===== src/rtl/pmc_pkg.sv =====
package pmc_pkg;

    typedef enum logic [1:0] {
        PM_RESET  = 2'b00,
        PM_NORMAL = 2'b01,
        PM_DEEP   = 2'b10
    } pm_mode_e;

    typedef enum logic [1:0] {
        WK_NONE,
        WK_CTRL,
        WK_CONF,
        WK_OTHER
    } wr_kind_e;

    typedef struct packed {
        logic     fire;
        pm_mode_e mode;
    } pm_commit_t;

    localparam int MODE_W = 2;

    function automatic logic mode_is_legal(input logic [MODE_W-1:0] m);
        return (m != 2'b11);
    endfunction

endpackage


===== src/rtl/pmc_wr_decode.sv =====
module pmc_wr_decode
    import pmc_pkg::*;
#(
    parameter int ADDR_W    = 2,
    parameter int CTRL_ADDR = 0,
    parameter int CONF_ADDR = 1
) (
    input  logic              wr_en,
    input  logic [ADDR_W-1:0] wr_addr,
    output wr_kind_e          kind
);
    localparam logic [ADDR_W-1:0] CTRL_A = ADDR_W'(CTRL_ADDR);
    localparam logic [ADDR_W-1:0] CONF_A = ADDR_W'(CONF_ADDR);

    always_comb begin
        if (!wr_en)                kind = WK_NONE;
        else if (wr_addr == CTRL_A) kind = WK_CTRL;
        else if (wr_addr == CONF_A) kind = WK_CONF;
        else                        kind = WK_OTHER;
    end
endmodule


===== src/rtl/pmc_pending.sv =====
module pmc_pending
    import pmc_pkg::*;
#(
    parameter int DATA_W = 8
) (
    input  logic              clk,
    input  logic              rst,
    input  logic              pin_rst,
    input  wr_kind_e          kind,
    input  logic [DATA_W-1:0] wr_data,
    output pm_commit_t        commit
);
    logic              pend_valid;
    logic [DATA_W-1:0] pend_val;

    always_ff @(posedge clk) begin
        if (rst || pin_rst) begin
            pend_valid <= 1'b0;
            pend_val   <= '0;
        end else begin
            case (kind)
                WK_CTRL: begin
                    pend_valid <= mode_is_legal(wr_data[MODE_W-1:0]);
                    pend_val   <= wr_data;
                end
                WK_CONF, WK_OTHER: pend_valid <= 1'b0;
                default: ;
            endcase
        end
    end

    always_comb begin
        commit.fire = (kind == WK_CONF) && pend_valid && (wr_data == ~pend_val);
        commit.mode = pm_mode_e'(pend_val[MODE_W-1:0]);
    end
endmodule


===== src/rtl/pmc_mode_fsm.sv =====
module pmc_mode_fsm
    import pmc_pkg::*;
(
    input  logic       clk,
    input  logic       rst,
    input  logic       pin_rst,
    input  logic       rd_stb,
    input  pm_commit_t commit,
    output pm_mode_e   mode_q
);
    always_ff @(posedge clk) begin
        if (rst || pin_rst)
            mode_q <= PM_RESET;
        else if (commit.fire)
            mode_q <= commit.mode;
        else if (rd_stb && mode_q == PM_DEEP)
            mode_q <= PM_RESET;
    end
endmodule


===== src/rtl/pmc_readback.sv =====
module pmc_readback
    import pmc_pkg::*;
#(
    parameter int DATA_W = 8
) (
    input  pm_mode_e          mode_q,
    output logic [DATA_W-1:0] rd_data,
    output logic              pd_en
);
    localparam int PAD_W = DATA_W - MODE_W;

    generate
        if (PAD_W > 0) begin : g_pad
            assign rd_data = {{PAD_W{1'b0}}, mode_q};
        end else begin : g_nopad
            assign rd_data = mode_q;
        end
    endgenerate

    assign pd_en = (mode_q == PM_DEEP);
endmodule


===== src/rtl/pwr_mode_ctrl.sv =====
module pwr_mode_ctrl
    import pmc_pkg::*;
#(
    parameter int ADDR_W    = 2,
    parameter int DATA_W    = 8,
    parameter int CTRL_ADDR = 0,
    parameter int CONF_ADDR = 1
) (
    input  logic              clk,
    input  logic              rst,
    input  logic              wr_en,
    input  logic [ADDR_W-1:0] wr_addr,
    input  logic [DATA_W-1:0] wr_data,
    input  logic              rd_stb,
    input  logic              pin_rst,
    output logic [1:0]        mode,
    output logic              pd_en,
    output logic [DATA_W-1:0] rd_data
);
    wr_kind_e   kind;
    pm_commit_t commit;
    pm_mode_e   mode_q;

    pmc_wr_decode #(
        .ADDR_W(ADDR_W), .CTRL_ADDR(CTRL_ADDR), .CONF_ADDR(CONF_ADDR)
    ) u_dec (
        .wr_en(wr_en), .wr_addr(wr_addr), .kind(kind)
    );

    pmc_pending #(.DATA_W(DATA_W)) u_pend (
        .clk(clk), .rst(rst), .pin_rst(pin_rst),
        .kind(kind), .wr_data(wr_data), .commit(commit)
    );

    pmc_mode_fsm u_fsm (
        .clk(clk), .rst(rst), .pin_rst(pin_rst),
        .rd_stb(rd_stb), .commit(commit), .mode_q(mode_q)
    );

    pmc_readback #(.DATA_W(DATA_W)) u_rb (
        .mode_q(mode_q), .rd_data(rd_data), .pd_en(pd_en)
    );

    assign mode = mode_q;
endmodule


===== config.mk =====
export PLATFORM = sky130hd
export DESIGN_NAME = pwr_mode_ctrl
export DESIGN_NICKNAME = d
export VERILOG_FILES = /design/src/rtl/pmc_pkg.sv /design/src/rtl/pmc_wr_decode.sv /design/src/rtl/pmc_pending.sv /design/src/rtl/pmc_mode_fsm.sv /design/src/rtl/pmc_readback.sv /design/src/rtl/pwr_mode_ctrl.sv
export SDC_FILE = /design/constraint.sdc
export NUM_CORES = 1
export LEC_CHECK = 0
export BUFFER_PORTS_ARGS = -buffer_cell sky130_fd_sc_hd__buf_2
export CAP_MARGIN = 10
export CORE_MARGIN = 3
export CORE_UTILIZATION = 40
export DETAILED_ROUTE_END_ITERATION = 10
export PLACE_DENSITY = 0.75
export REMOVE_ABC_BUFFERS = 1
export SLEW_MARGIN = 5
export SYNTH_ARGS = -nofsm -noshare
export SYNTH_HDL_FRONTEND = slang
export SYNTH_SLANG_ARGS = --single-unit

===== constraint.sdc =====
create_clock -name clk -period 1 [get_ports clk]
set_input_delay 0.15 -clock clk [delete_from_list [all_inputs] [get_ports clk]]
set_output_delay 0.15 -clock clk [all_outputs]
set_load 0.02 [all_outputs]

==> results of run 1 <==
-- kinds of logic (layout without fill, tap and decap cells) --
group	count (synthesis)	after routing	synth area share, %
AND/OR/NAND/NOR	24	24	19.9
flip-flops	11	11	37.7
multiplexers	10	10	17.1
buffers and inverters	10	27	11.8
XOR/XNOR	8	8	12.0
other	1	6	0.642
AO/OA/AOI/OAI	1	1	0.856
-- layout by cell type, fill, tap and decap left out --
cell,synthesis,routed
buf_4,8,6
clkbuf_1,0,1
nor4_1,1,1
xnor2_1,6,6
nand2_1,4,4
nor2_1,10,10
nand2b_1,1,1
buf_2,1,16
conb_1,1,6
dfxtp_2,0,2
xor2_1,2,2
or2_2,1,1
nor2b_2,0,1
mux2i_1,10,10
dfxtp_1,11,9
buf_6,0,1
nand4_1,1,1
nand4b_1,1,1
nor3b_1,1,1
a21oi_1,1,1
nand3_1,1,1
clkbuf_4,0,3
nor2b_1,2,1
nor3_1,1,1
-- worst min-delay path: stages --
cell	delay, ns
buf_2	0.09
mux2i_1	0.06
nor2_1	0.07
-- cells in the mapped netlist, types with 2 or more instances --
cell type   n
mux2i_1    10
xor2_1      2
buf_4       8
nor2_1     10
xnor2_1     6
nor2b_1     2
dfxtp_1    11
nand2_1     4
-- sequential cells by signal, indices dropped and copies added, names as in the netlist --
name and count:
u_fsm.mode_q 2, u_pend.pend_val 8, u_pend.pend_valid 1
-- worst max path at each step --
stage / start / end / cells past startpoint
3_3_place_gp: u_pend.pend_val[3] / u_fsm.mode_q[1] / 4
3_5_place_dp: u_pend.pend_val[3] / u_fsm.mode_q[0] / 4
5_1_grt: u_pend.pend_valid / u_fsm.mode_q[0] / 4
2_1_floorplan: wr_addr[0] / u_pend.pend_val[0] / 3
6_report: u_pend.pend_val[6] / u_fsm.mode_q[0] / 4
4_1_cts: u_pend.pend_valid / u_fsm.mode_q[0] / 4
-- per-layer routing --
layer  up-vias  part of all wire [%]  track usage (%)
met5         -                     0                0
met4         0                   3.8             9.04
met3         4                    10             6.50
met2        19                    43             15.7
met1       212                    43             15.6
li1        243                     -                -
-- where the power goes --
part / switching (mW) / total [mW] / internal (mW) / leakage, nW
logic: 0.0655 / 0.118 / 0.0526 / 0.211
clock network: 0.152 / 0.307 / 0.155 / 0.0150
registers: 0.00318 / 0.446 / 0.443 / 0.0898
total: 0.221 / 0.872 / 0.651 / 0.316
-- layout make-up --
| type | instances | area share (%) |
|---|---|---|
| flip-flops and latches | 11 | 30.9 |
| well taps | 15 | 2.60 |
| repair buffers | 23 | 18.9 |
| multi-input cells | 49 | 43.9 |
| clock buffers | 4 | 3.65 |
-- timing repair --
action                                  CTS  global route
gates cloned                              0             0
resized for setup                         5             2
setup buffers                             0             1
endpoints found under the setup margin    5             5
pin swaps                                 3             0
==> impl_metrics.env, run 1 <==
export IMPL_synth_top_area_cell="dfxtp_1"
export IMPL_dieArea_mm2=0.00196
export IMPL_yosysUniqueCellTypes=20
export IMPL_synth_seq_area_share_pct=37.7
export IMPL_drtAntennaViolNets=0
export IMPL_hold_buffers=0
export IMPL_cts_root_buf="clkbuf_4"
export IMPL_ys_warn_count=0
export IMPL_outcome="finished, violations left"
export IMPL_ff2ff_path_depth=4
export IMPL_r2r_start="u_pend.pend_val[6]"
export IMPL_coreArea_mm2=0.00133
export IMPL_dpl_cell_area_um2=671
export IMPL_path_clk_slew_ns=0.07
export IMPL_cpPeakStageDelay_ns=0.32
export IMPL_drtIter0Drc=5
export IMPL_synth_edff_count=0
export IMPL_final_util_pct=54.0
export IMPL_multi_input_area_um2=317
export IMPL_synth_top_area_share_pct=37.7
export IMPL_min_period_ns=1.15
export IMPL_num_vias=478
export IMPL_maxCapViolCount=0
export IMPL_register_area_um2=223
export IMPL_min_from="wr_data[2]"
export IMPL_violations="negative setup slack"
export IMPL_die_h_um=44.2
export IMPL_slew_violations=0
export IMPL_portBuffers=19
export IMPL_r2r_end="u_fsm.mode_q[0]"
export IMPL_antenna_found_initial=0
export IMPL_cts_sinks=11
export IMPL_die_w_um=44.2
export IMPL_path_max_fanout=2
export IMPL_report_power_total_mw=0.872
export IMPL_worst_slack_ns=-0.151
export IMPL_synth_seq_cells=11
export IMPL_synth_ff_type="dfxtp_1"
export IMPL_finalClockSkew_ns=0.00197
export IMPL_cts_tree="done"
export IMPL_endpoint_kind="register"
export IMPL_final_cells=102
export IMPL_drive_above_1_share_pct=34.5
export IMPL_syn_area_um2=584
export IMPL_syn_to_final_growth_pct=23.3
export IMPL_crit_chain="xnor2_1 > nor4_1 > nand4_1 > mux2i_1"
export IMPL_antenna_cells=0
export IMPL_min_to="u_pend.pend_val[2]"
export IMPL_slowest_stage="dfxtp_1"
export IMPL_rsz0062_at_grt="yes"
export IMPL_grt_pass1_wl_um=1670
export IMPL_dp_cells=97
export IMPL_nets=103
export IMPL_io_pins=26
export IMPL_critical_path_class="reg2reg"
export IMPL_hold_class="in2reg"
export IMPL_htree_levels=1
export IMPL_hold_viol_final=0
export IMPL_clk_latency_ns=0.28
export IMPL_final_area_um2=721
export IMPL_crit_path_start_kind="register"
export IMPL_drc=0
export IMPL_grt_overflow=0
export IMPL_setup_tns_ns=-0.333
export IMPL_arrival_ns=1.32
export IMPL_firstDrtPassIters=4
export IMPL_yosys_top_cells_area="dfxtp_1 38%, mux2i_1 17%, buf_4 10%"
export IMPL_powerDensity_mw_per_mm2=1210
export IMPL_finalSetupViolCount=5
export IMPL_dp_hpwl_um=798
export IMPL_dp_slack_ns=-0.177
export IMPL_wire_per_inst_um=10.2
export IMPL_path_buf_inv=0
export IMPL_power_leakage_nw=0.316
export IMPL_holdWs_ns=0.136
export IMPL_fillers=135
export IMPL_cpLargestDelayFamily="simple AND/OR/NAND/NOR gates"
export IMPL_cp_required_ns=1.17
export IMPL_via_per_inst=4.69
export IMPL_grt_max_degree=10
export IMPL_fin_crit_sh_pct=115
export IMPL_cts_inserted_buffers=3
export IMPL_track_usage_pct=12.4
export IMPL_drt_wl_total_um=1040
export IMPL_place_congestion=0.753
export IMPL_rows=13
export IMPL_synth_cells=65
export IMPL_ir_worst_vdd_mv=0.750
export IMPL_initial_core_util_pct=43.8
export IMPL_holdPathStages=3
export IMPL_synth_avg_cell_area_um2=8.99
export IMPL_r2r_setup_slack_ns=-0.15
export IMPL_fmax_mhz=869
export IMPL_grt_pass1_vias=398
export IMPL_cts_max_path_buffers=2
export IMPL_async_flop_share_pct=0
Power figures use the tool's default switching activity.
==> run 2, diff against run 1 <==
--- a/config.mk
+++ b/config.mk
@@ -10,7 +10,7 @@
 export CORE_MARGIN = 3
 export CORE_UTILIZATION = 40
 export DETAILED_ROUTE_END_ITERATION = 10
-export PLACE_DENSITY = 0.75
+export PLACE_DENSITY = 0.73
 export REMOVE_ABC_BUFFERS = 1
 export SLEW_MARGIN = 5
 export SYNTH_ARGS = -nofsm -noshare
==> constraint.sdc (replaced) <==
create_clock -name clk -period 1.4 [get_ports clk]
set_input_delay 0.21 -clock clk [delete_from_list [all_inputs] [get_ports clk]]
set_output_delay 0.21 -clock clk [all_outputs]
set_load 0.02 [all_outputs]
==> run 2 against run 1 <==
  * The run now ends clean
  * Total power fell by 30%
  * First-iteration DRC count is 40% lower
  * Critical path type unchanged
  * Non-clock buffer count shrank 3
  * Combinational power shrank 31%
  * Routed wire length grew 0.67%
  * Clock power is 31% lower
==> impl_metrics.env, run 2 (synthesized netlist as in run 1, its figures left out) <==
export IMPL_drc=0
export IMPL_rsz0062_at_grt="no"
export IMPL_path_clk_slew_ns=0.07
export IMPL_hold_buffers=0
export IMPL_clk_latency_ns=0.26
export IMPL_path_max_fanout=2
export IMPL_crit_path_start_kind="register"
export IMPL_num_vias=459
export IMPL_grt_busiest_layer="met2"
export IMPL_die_h_um=44.2
export IMPL_grt_use_met2_pct=20.1
export IMPL_hold_viol_final=0
export IMPL_largest_register_ffs=8
export IMPL_nets=100
export IMPL_grt_overflow=0
export IMPL_power_leakage_nw=0.299
export IMPL_antenna_found_initial=0
export IMPL_powerDensity_mw_per_mm2=899
export IMPL_dp_hpwl_um=842
export IMPL_fin_crit_sh_pct=88.5
export IMPL_track_usage_pct=12.2
export IMPL_cts_sinks=11
export IMPL_cp_required_ns=1.55
export IMPL_portBuffers=19
export IMPL_drtAntennaViolNets=0
export IMPL_slew_violations=0
export IMPL_drtIter0Drc=3
export IMPL_min_period_ns=1.24
export IMPL_coreArea_mm2=0.00133
export IMPL_grt_max_degree=10
export IMPL_io_pins=26
export IMPL_cts_inserted_buffers=3
export IMPL_dieArea_mm2=0.00196
export IMPL_maxCapViolCount=0
export IMPL_drive_above_1_share_pct=28.6
export IMPL_syn_to_final_growth_pct=16.7
export IMPL_holdWs_ns=0.211
export IMPL_drt_wl_total_um=1050
export IMPL_htree_levels=1
export IMPL_outcome="finished clean"
export IMPL_grt_met1_usage_pct=13.1
export IMPL_die_w_um=44.2
export IMPL_arrival_ns=1.39
export IMPL_top_regs="u_pend.pend_val (8), u_fsm.mode_q (2), u_pend.pend_valid (1)"
export IMPL_initial_core_util_pct=43.8
export IMPL_endpoint_kind="register"
export IMPL_grt_pass1_vias=432
export IMPL_fillers=145
export IMPL_post_cts_buffers=0
export IMPL_finalSetupViolCount=0
export IMPL_cts_repair_resized=0
export IMPL_critical_path_class="reg2reg"
export IMPL_ir_worst_vdd_mv=0.541
export IMPL_layout_common_cells="19 x buf_2, 11 x dfxtp_1, 10 x nor2_1, 10 x mux2i_1"
export IMPL_cts_max_path_buffers=2
export IMPL_hold_class="in2reg"
export IMPL_place_congestion=0.724
export IMPL_use_met3_pct=3.66
export IMPL_dp_cells=95
export IMPL_cts_root_buf="clkbuf_4"
export IMPL_cts_tree="done"
export IMPL_antenna_cells=0
export IMPL_layout_cells_most_common="buf_2"
export IMPL_rows=13
export IMPL_firstDrtPassIters=2
export IMPL_regMostFlops="u_pend.pend_val"
export IMPL_fmax_mhz=807
export IMPL_grt_pass1_wl_um=1690
export IMPL_finalClockSkew_ns=0.000554
export IMPL_wire_per_inst_um=10.6
export IMPL_via_per_inst=4.64
export IMPL_final_cells=99
[run 2: layer usage]
metal / vias to the layer above / wire length, um
met5: - / 0
met4: 0 / 9
met3: 2 / 47
met2: 10 / 565
met1: 211 / 428
li1: 236 / -
[run 2: worst max-delay path: stages (launching register included)]
cell,delay [ns]
dfxtp_1,0.32
xnor2_1,0.12
nor4_1,0.33
nand4_1,0.21
mux2i_1,0.16
[run 2: per-stage QoR]
stage	utilization [%]	setup TNS (ns)	setup WS, ns	total power, mW	area (um^2)
2_1_floorplan	-	-1.75	-0.208	0.374	534
3_3_place_gp	49.2	0	0.218	0.406	656
3_5_place_dp	49.2	0	0.134	0.408	656
4_1_cts	51.1	0	0.146	0.625	682
5_1_grt	51.1	0	0.0554	0.646	682
6_report	51.1	0	0.161	0.613	682
[run 2: final timing paths]
check | startpoint | endpoint | slack, ns | cells after the start
max | u_pend.pend_val[3] | u_fsm.mode_q[1] | 0.16 | 4
min | wr_data[6] | u_pend.pend_val[6] | 0.21 | 3
max reg2reg | u_pend.pend_val[3] | u_fsm.mode_q[1] | 0.16 | 4
min reg2reg | u_pend.pend_val[1] | u_fsm.mode_q[1] | 0.49 | 2
[run 2: power breakdown]
part           switching [mW]  internal (mW)  total, mW
Clock                   0.103          0.110      0.213
Sequential            0.00235          0.316      0.319
Combinational          0.0460         0.0355     0.0814
[run 2: cell type report]
type                       count  area, um^2  share of cell area (%)
timing repair buffer          20         103                    15.0
clock buffer                   4        26.3                    3.85
sequential                    11         220                    32.3
tap                           15        18.8                    2.75
multi-input combinational     49         314                    46.1
